===== src/rtl/dram_rfsh_pkg.sv =====
package dram_rfsh_pkg;
   typedef enum logic [2:0] {
      ST_IDLE, ST_PRE, ST_WRP, ST_REF, ST_WRFC, ST_SRE, ST_SELF, ST_SRX
   } seq_st_e;

   typedef struct packed {
      logic cs_n;
      logic ras_n;
      logic cas_n;
      logic we_n;
   } cmd_pins_t;

   localparam cmd_pins_t PINS_NOP = 4'b0111;
   localparam cmd_pins_t PINS_PRE = 4'b0010;
   localparam cmd_pins_t PINS_REF = 4'b0001;
   localparam cmd_pins_t PINS_DES = 4'b1111;
endpackage


===== src/rtl/rfsh_wait_ctr.sv =====
module rfsh_wait_ctr #(
   parameter int W = 4
) (
   input  logic         clk,
   input  logic         rst_n,
   input  logic         load_i,
   input  logic [W-1:0] val_i,
   output logic         zero_o
);
   logic [W-1:0] cnt_q;

   always_ff @(posedge clk) begin
      if (!rst_n)           cnt_q <= '0;
      else if (load_i)      cnt_q <= val_i;
      else if (cnt_q != '0) cnt_q <= cnt_q - 1'b1;
   end

   assign zero_o = (cnt_q == '0);
endmodule


===== src/rtl/rfsh_bank_sel.sv =====
module rfsh_bank_sel #(
   parameter int NBANK           = 8,
   parameter bit SINGLE_BANK_PRE = 1'b1,
   localparam int BA_W           = $clog2(NBANK)
) (
   input  logic [NBANK-1:0] banks_i,
   output logic             any_o,
   output logic             a10_o,
   output logic [BA_W-1:0]  ba_o
);
   assign any_o = |banks_i;

   if (SINGLE_BANK_PRE) begin : g_single
      always_comb begin
         ba_o = '0;
         for (int i = NBANK - 1; i >= 0; i--)
            if (banks_i[i]) ba_o = i[BA_W-1:0];
      end
      assign a10_o = ($countones(banks_i) > 1);
   end else begin : g_all
      assign ba_o  = '0;
      assign a10_o = 1'b1;
   end
endmodule


===== src/rtl/rfsh_wr_lock.sv =====
module rfsh_wr_lock #(
   parameter int WR_LOCK = 512,
   localparam int CW     = $clog2(WR_LOCK + 1)
) (
   input  logic clk,
   input  logic rst_n,
   input  logic arm_i,
   input  logic vref_ok_i,
   output logic locked_o
);
   logic [CW-1:0] cnt_q;
   logic          locked_q;
   logic          done;

   assign done = locked_q && vref_ok_i && (cnt_q == CW'(WR_LOCK - 1));

   always_ff @(posedge clk) begin
      if (!rst_n) begin
         locked_q <= 1'b0;
         cnt_q    <= '0;
      end else if (arm_i) begin
         locked_q <= 1'b1;
         cnt_q    <= '0;
      end else if (locked_q) begin
         if (!vref_ok_i) cnt_q <= '0;
         else            cnt_q <= cnt_q + 1'b1;
         if (done)       locked_q <= 1'b0;
      end
   end

   assign locked_o = locked_q;

   // a low reference keeps the lock in place
   p_lock_hold_r8: assert property (@(posedge clk) disable iff (!rst_n)
      (locked_q && !vref_ok_i) |=> locked_q);
endmodule


===== src/rtl/dram_rfsh_seq.sv =====
module dram_rfsh_seq
   import dram_rfsh_pkg::*;
#(
   parameter int NBANK           = 8,
   parameter int BURST_W         = 3,
   parameter int TRP             = 3,
   parameter int TRFC            = 8,
   parameter int TXS             = 5,
   parameter int WR_LOCK         = 512,
   parameter bit SINGLE_BANK_PRE = 1'b1,
   localparam int BA_W           = $clog2(NBANK)
) (
   input  logic               clk,
   input  logic               rst_n,
   input  logic               rfsh_req_i,
   input  logic [BURST_W-1:0] rfsh_burst_i,
   input  logic               sr_enter_i,
   input  logic               sr_exit_i,
   input  logic [NBANK-1:0]   open_banks_i,
   input  logic               vref_ok_i,
   output logic               busy_o,
   output logic               grant_o,
   output logic               cs_n_o,
   output logic               ras_n_o,
   output logic               cas_n_o,
   output logic               we_n_o,
   output logic               cke_o,
   output logic               a10_o,
   output logic [BA_W-1:0]    ba_o,
   output logic               act_ok_o,
   output logic               wr_ok_o
);
   localparam int TMAX = (TRFC > TRP) ? ((TRFC > TXS) ? TRFC : TXS) : ((TRP > TXS) ? TRP : TXS);
   localparam int CW   = $clog2(TMAX + 1);

   if (TRP < 2)   begin : g_bad_trp  $error("TRP must be at least 2");  end
   if (TRFC < 2)  begin : g_bad_trfc $error("TRFC must be at least 2"); end
   if (TXS < 1)   begin : g_bad_txs  $error("TXS must be at least 1");  end
   if (NBANK < 2) begin : g_bad_nb   $error("NBANK must be at least 2"); end

   seq_st_e            st_q, st_d;
   logic               rf_pend_q, sr_pend_q, sr_mode_q, sr_mode_d;
   logic [BURST_W-1:0] rem_q, rem_d;
   logic               a10_q;
   logic [BA_W-1:0]    ba_q;
   logic               take_rf, take_sr, grant;
   logic               sel_any, sel_a10;
   logic [BA_W-1:0]    sel_ba;
   logic               ld;
   logic [CW-1:0]      ld_val;
   logic               tmr_zero, locked;
   cmd_pins_t          pins;

   rfsh_bank_sel #(.NBANK(NBANK), .SINGLE_BANK_PRE(SINGLE_BANK_PRE)) u_sel (
      .banks_i(open_banks_i), .any_o(sel_any), .a10_o(sel_a10), .ba_o(sel_ba));

   rfsh_wait_ctr #(.W(CW)) u_tmr (
      .clk(clk), .rst_n(rst_n), .load_i(ld), .val_i(ld_val), .zero_o(tmr_zero));

   rfsh_wr_lock #(.WR_LOCK(WR_LOCK)) u_lock (
      .clk(clk), .rst_n(rst_n), .arm_i(st_q == ST_SRE),
      .vref_ok_i(vref_ok_i), .locked_o(locked));

   assign take_rf = rfsh_req_i | rf_pend_q;
   assign take_sr = sr_enter_i | sr_pend_q;
   assign grant   = (st_q == ST_IDLE) && (take_rf || take_sr);

   always_comb begin
      st_d      = st_q;
      sr_mode_d = sr_mode_q;
      rem_d     = rem_q;
      ld        = 1'b0;
      ld_val    = '0;
      unique case (st_q)
         ST_IDLE: if (grant) begin
            sr_mode_d = !take_rf;
            rem_d     = (rfsh_burst_i == '0) ? BURST_W'(1) : rfsh_burst_i;
            st_d      = sel_any ? ST_PRE : (take_rf ? ST_REF : ST_SRE);
         end
         ST_PRE:  begin ld = 1'b1; ld_val = CW'(TRP - 2); st_d = ST_WRP; end
         ST_WRP:  if (tmr_zero) st_d = sr_mode_q ? ST_SRE : ST_REF;
         ST_REF:  begin
            ld = 1'b1; ld_val = CW'(TRFC - 2);
            rem_d = rem_q - 1'b1; st_d = ST_WRFC;
         end
         ST_WRFC: if (tmr_zero) st_d = (rem_q != '0) ? ST_REF : ST_IDLE;
         ST_SRE:  st_d = ST_SELF;
         ST_SELF: if (sr_exit_i) begin ld = 1'b1; ld_val = CW'(TXS - 1); st_d = ST_SRX; end
         ST_SRX:  if (tmr_zero) st_d = ST_IDLE;
         default: st_d = ST_IDLE;
      endcase
   end

   always_ff @(posedge clk) begin
      if (!rst_n) begin
         st_q      <= ST_IDLE;
         rf_pend_q <= 1'b0;
         sr_pend_q <= 1'b0;
         sr_mode_q <= 1'b0;
         rem_q     <= '0;
         a10_q     <= 1'b0;
         ba_q      <= '0;
      end else begin
         st_q      <= st_d;
         sr_mode_q <= sr_mode_d;
         rem_q     <= rem_d;
         rf_pend_q <= take_rf && !(grant && take_rf);
         sr_pend_q <= take_sr && !(grant && !take_rf);
         if (grant) begin
            a10_q <= sel_a10;
            ba_q  <= sel_ba;
         end
      end
   end

   always_comb begin
      pins  = PINS_NOP;
      cke_o = 1'b1;
      a10_o = 1'b0;
      ba_o  = '0;
      unique case (st_q)
         ST_PRE:  begin pins = PINS_PRE; a10_o = a10_q; ba_o = ba_q; end
         ST_REF:  pins = PINS_REF;
         ST_SRE:  begin pins = PINS_REF; cke_o = 1'b0; end
         ST_SELF: begin pins = PINS_DES; cke_o = 1'b0; end
         default: pins = PINS_NOP;
      endcase
   end

   assign {cs_n_o, ras_n_o, cas_n_o, we_n_o} = pins;
   assign busy_o   = (st_q != ST_IDLE);
   assign grant_o  = grant;
   assign act_ok_o = (st_q == ST_IDLE);
   assign wr_ok_o  = act_ok_o && !locked;

   // Checker state: cycles since the last PRECHARGE and REFRESH on the pins
   localparam int RW = $clog2(TRFC + 1);
   localparam int PW = $clog2(TRP + 1);
   logic          is_pre, is_ref, is_quiet;
   logic [RW-1:0] since_ref_q;
   logic [PW-1:0] since_pre_q;

   assign is_pre   = !cs_n_o && !ras_n_o && cas_n_o && !we_n_o;
   assign is_ref   = !cs_n_o && !ras_n_o && !cas_n_o && we_n_o;
   assign is_quiet = cs_n_o || (ras_n_o && cas_n_o && we_n_o);

   always_ff @(posedge clk) begin
      if (!rst_n) begin
         since_ref_q <= RW'(TRFC);
         since_pre_q <= PW'(TRP);
      end else begin
         if (is_ref)                       since_ref_q <= RW'(1);
         else if (since_ref_q != RW'(TRFC)) since_ref_q <= since_ref_q + 1'b1;
         if (is_pre)                       since_pre_q <= PW'(1);
         else if (since_pre_q != PW'(TRP))  since_pre_q <= since_pre_q + 1'b1;
      end
   end

   p_pre_a10_r1: assert property (@(posedge clk) disable iff (!rst_n)
      (is_pre && !a10_o) |-> $onehot($past(open_banks_i)));
   p_rp_gap_r2: assert property (@(posedge clk) disable iff (!rst_n)
      is_ref |-> (since_pre_q >= PW'(TRP)));
   p_rfc_quiet_r3: assert property (@(posedge clk) disable iff (!rst_n)
      (since_ref_q < RW'(TRFC)) |-> is_quiet);
   p_cke_pre_r4: assert property (@(posedge clk) disable iff (!rst_n)
      is_pre |-> cke_o);
   p_sr_entry_r6: assert property (@(posedge clk) disable iff (!rst_n)
      $fell(cke_o) |-> is_ref);
   p_wr_act_r8: assert property (@(posedge clk) disable iff (!rst_n)
      wr_ok_o |-> act_ok_o);
endmodule


===== config.mk =====
export PLATFORM = sky130hd
export DESIGN_NAME = dram_rfsh_seq
export DESIGN_NICKNAME = d
export VERILOG_FILES = /design/src/rtl/dram_rfsh_pkg.sv /design/src/rtl/rfsh_wait_ctr.sv /design/src/rtl/rfsh_bank_sel.sv /design/src/rtl/rfsh_wr_lock.sv /design/src/rtl/dram_rfsh_seq.sv
export SDC_FILE = /design/constraint.sdc
export NUM_CORES = 1
export LEC_CHECK = 0
export CAP_MARGIN = 10
export CORE_MARGIN = 10
export CORE_UTILIZATION = 46
export CTS_CLUSTER_DIAMETER = 50
export CTS_CLUSTER_SIZE = 30
export DETAILED_ROUTE_END_ITERATION = 10
export DONT_BUFFER_PORTS = 1
export PLACE_DENSITY = 0.7
export REMOVE_ABC_BUFFERS = 1
export SYNTH_ARGS = -nofsm -noshare
export SYNTH_HDL_FRONTEND = slang
export SYNTH_HIERARCHICAL = 1
export SYNTH_SLANG_ARGS = --single-unit

===== constraint.sdc =====
create_clock -name clk -period 3.2 [get_ports clk]
set_input_delay 0.32 -clock clk [delete_from_list [all_inputs] [get_ports clk]]
set_output_delay 0.32 -clock clk [all_outputs]
set_load 0.02 [all_outputs]

==> out/metrics.yaml <==
clock_tree:
  clock_path_buffers: 2
  cts_tree: "built"
  root_buffer: "clkbuf_8"
  cts_made_buffers: 3
  clock_sinks: 28
  post_cts_resized: 0
  clk_pin_slew_ns: 0.10
  cts-hold-fix-buffers: 0
  clk_latency_ns: 0.28
  post_cts_buffers: 0
  cts_max_level: 1
min_path:
  hold_class: "input pin to register"
route:
  drt_wl_total_mm: 4.49
  route.detailed.drc: 0
  antenna_left: 0
  vias: 1679
  viasPerCell: 5.71
  drt_pass1_iterations: 4
  drtIter0Drc: 141
  wl_per_cell_um: 15.3
layout:
  nets: 282
  multi_input_area_sq_mm: 0.00126
  syn_to_final_growth_pct: 5.98
  drive_above_1_share_pct: 6.56
  regArea_sq_um: 561
  fillers: 419
  n_antenna_cell: 0
synth:
  syn_avg_cell_area_sq_um: 7.97
  synth_top_area_share_pct: 28.8
  ys_warn_count: 6
  syn_area_sq_mm: 0.00194
  netlist.top_cell.by_area: "dfxtp_1"
  synthCells: 244
  ys_ff_latch: 28
  synth_edf_count: 0
  synth.yosys.seq_area_share_pct: 28.8
  synth.area.top_cells: "dfxtp_1 (29%), ha_1 (10%), nand2_1 (7.7%)"
  synth_cell_type_count: 53
  async_flop_share_pct: 0
  ys.flop_type: "dfxtp_1"
critical_path:
  critPathKind: "input pin to register"
  cp-end-kind: "register"
  start_kind: "input pin"
  worstPathMaxFanout: 4
  crit_required_ns: 3.41
  arrival_ns: 2.69
sta:
  hold_viol: 0
  finalWorstSetupSlack_ns: 0.716
  grt_setup_unrepaired: "false"
  timing.fmax_mhz: 403
  finalCriticalPeriod_ns: 2.48
  period_share_pct: 77.6
  fin_worst_skew_ns: 0.00350
  finalMaxSlewViolations: 0
  setup_viol: 0
  tns_ns: 0
floorplanning:
  num_io_pins: 30
  die_h_um: 85.0
  dieArea_sq_mm: 0.00723
  fp.dieW_um: 85.0
  core_area_sq_mm: 0.00406
  start_util_pct: 47.9
  row_count: 23
global_route:
  grt_pass1_wl_mm: 7.80
  grt_pass1_vias: 1692
  grt_usage_pct: 12.7
  grt_max_degree: 17
  grt-ovfl-total: 0
  antenna_found_initial: 0
placement:
  io_buffers: 0
  dp.final_hpwl_mm: 3.51
  gp_congestion: 0.816
  pre_cts_ws_ns: 0.401
status:
  status: "complete, no violations"
power:
  p_leak_nw: 0.833
  power_density_mw_per_mm2: 721
  ir_drop_uv: 250
flow_run:
  drv_cap: 0
synth_stat cells, drive strengths merged (3+ instances only):
cell and n:
a221oi 3, a31oi 5, nor3 3, nor2 12, ha 16, o21ai 10
a21oi 13, nand4 3, nor2b 5, nor3b 3, dfxtp 28, and2 5
nand2 41, nand3 11, or4 6, o211ai 4, inv 28, nand3b 3
nand4b 3, nand2b 7, fa 4
power by group:
part	total, mW	switching, mW	internal [mW]	leakage (nW)
clock network	0.284	0.117	0.168	0.0357
logic	0.689	0.426	0.263	0.568
registers	0.513	0.0931	0.420	0.229
routing by layer:
| layer | GRT usage (%) | vias to the layer above | wire, um |
|---|---|---|---|
| met5 | 0 | - | 0 |
| met4 | 4.49 | 0 | 59 |
| met3 | 4.02 | 4 | 380 |
| met2 | 20.7 | 35 | 2090 |
| met1 | 15.1 | 786 | 1970 |
| li1 | - | 854 | - |
placed cells by master (no fill, tap or decap), types with 4 or more instances in the layout:
cell type / count
nand2_1: 40
dfxtp_1: 28
inv_1: 26
ha_1: 16
a21oi_1: 13
nor2_1: 12
nand3_1: 9
o21ai_0: 8
nand2b_1: 7
nor2b_1: 5
and2_1: 5
a31oi_1: 5
or4_1: 5
fa_1: 4
stage by stage:
step / area (sq um) / power (mW) / hold slack, ns / instances / util [%]
after detailed placement: 1990 / 1.22 / 0.443 / 290 / 49.0
after floorplan: 1930 / 1.07 / 0.431 / 240 / -
after global placement: 1990 / 1.20 / 0.440 / 290 / 49.0
final: 2060 / 1.49 / 0.154 / 294 / 50.8
after CTS: 2060 / 1.50 / 0.145 / 294 / 50.8
after global routing: 2060 / 1.61 / 0.149 / 294 / 50.8
sequential cells by signal, indices dropped and copies added (netlist names):
register / flops
u_tmr/cnt_q: 4
a10_q: 1
u_lock/locked_o: 1
sr_mode_q: 1
u_lock/cnt_q: 10
ba_q: 3
rf_pend_q: 1
rem_q: 3
sr_pend_q: 1
st_q: 3
critical path, stage by stage:
cell	delay (ns)
inv_1	0.05
fa_1	0.51
fa_1	0.54
inv_1	0.04
ha_1	0.18
inv_1	0.07
fa_1	0.44
nor3b_1	0.16
a41oi_1	0.19
nand2_1	0.07
a21oi_1	0.12
cell families after synthesis:
group,Yosys count,synth area share [%]
flip-flops,28,28.8
multiplexers,4,2.19
XOR/XNOR,2,0.901
AND/OR/NAND/NOR,107,29.9
other,1,0.193
AO/OA/AOI/OAI,49,17.1
buffers and inverters,33,6.50
adder cells (fa/ha/maj),20,14.4
worst paths after layout:
path,startpoint,cells after the start,to,slack [ns]
worst max-delay path,open_banks_i[0],11,a10_q,0.72
worst min-delay path,rst_n,2,u_lock/locked_o,0.15
worst max register to register,u_tmr/cnt_q[0],7,st_q[1],1.31
worst min register to register,ba_q[1],2,ba_q[1],0.46
area by class of cell:
type / count / share of cell area (%)
Sequential cell: 28 / 27.2
Inverter: 29 / 5.28
Clock buffer: 3 / 2.00
Tap cell: 50 / 3.04
Clock inverter: 1 / 1.46
Multi-Input combinational cell: 183 / 61.0
(Power assumes the default switching activity.)
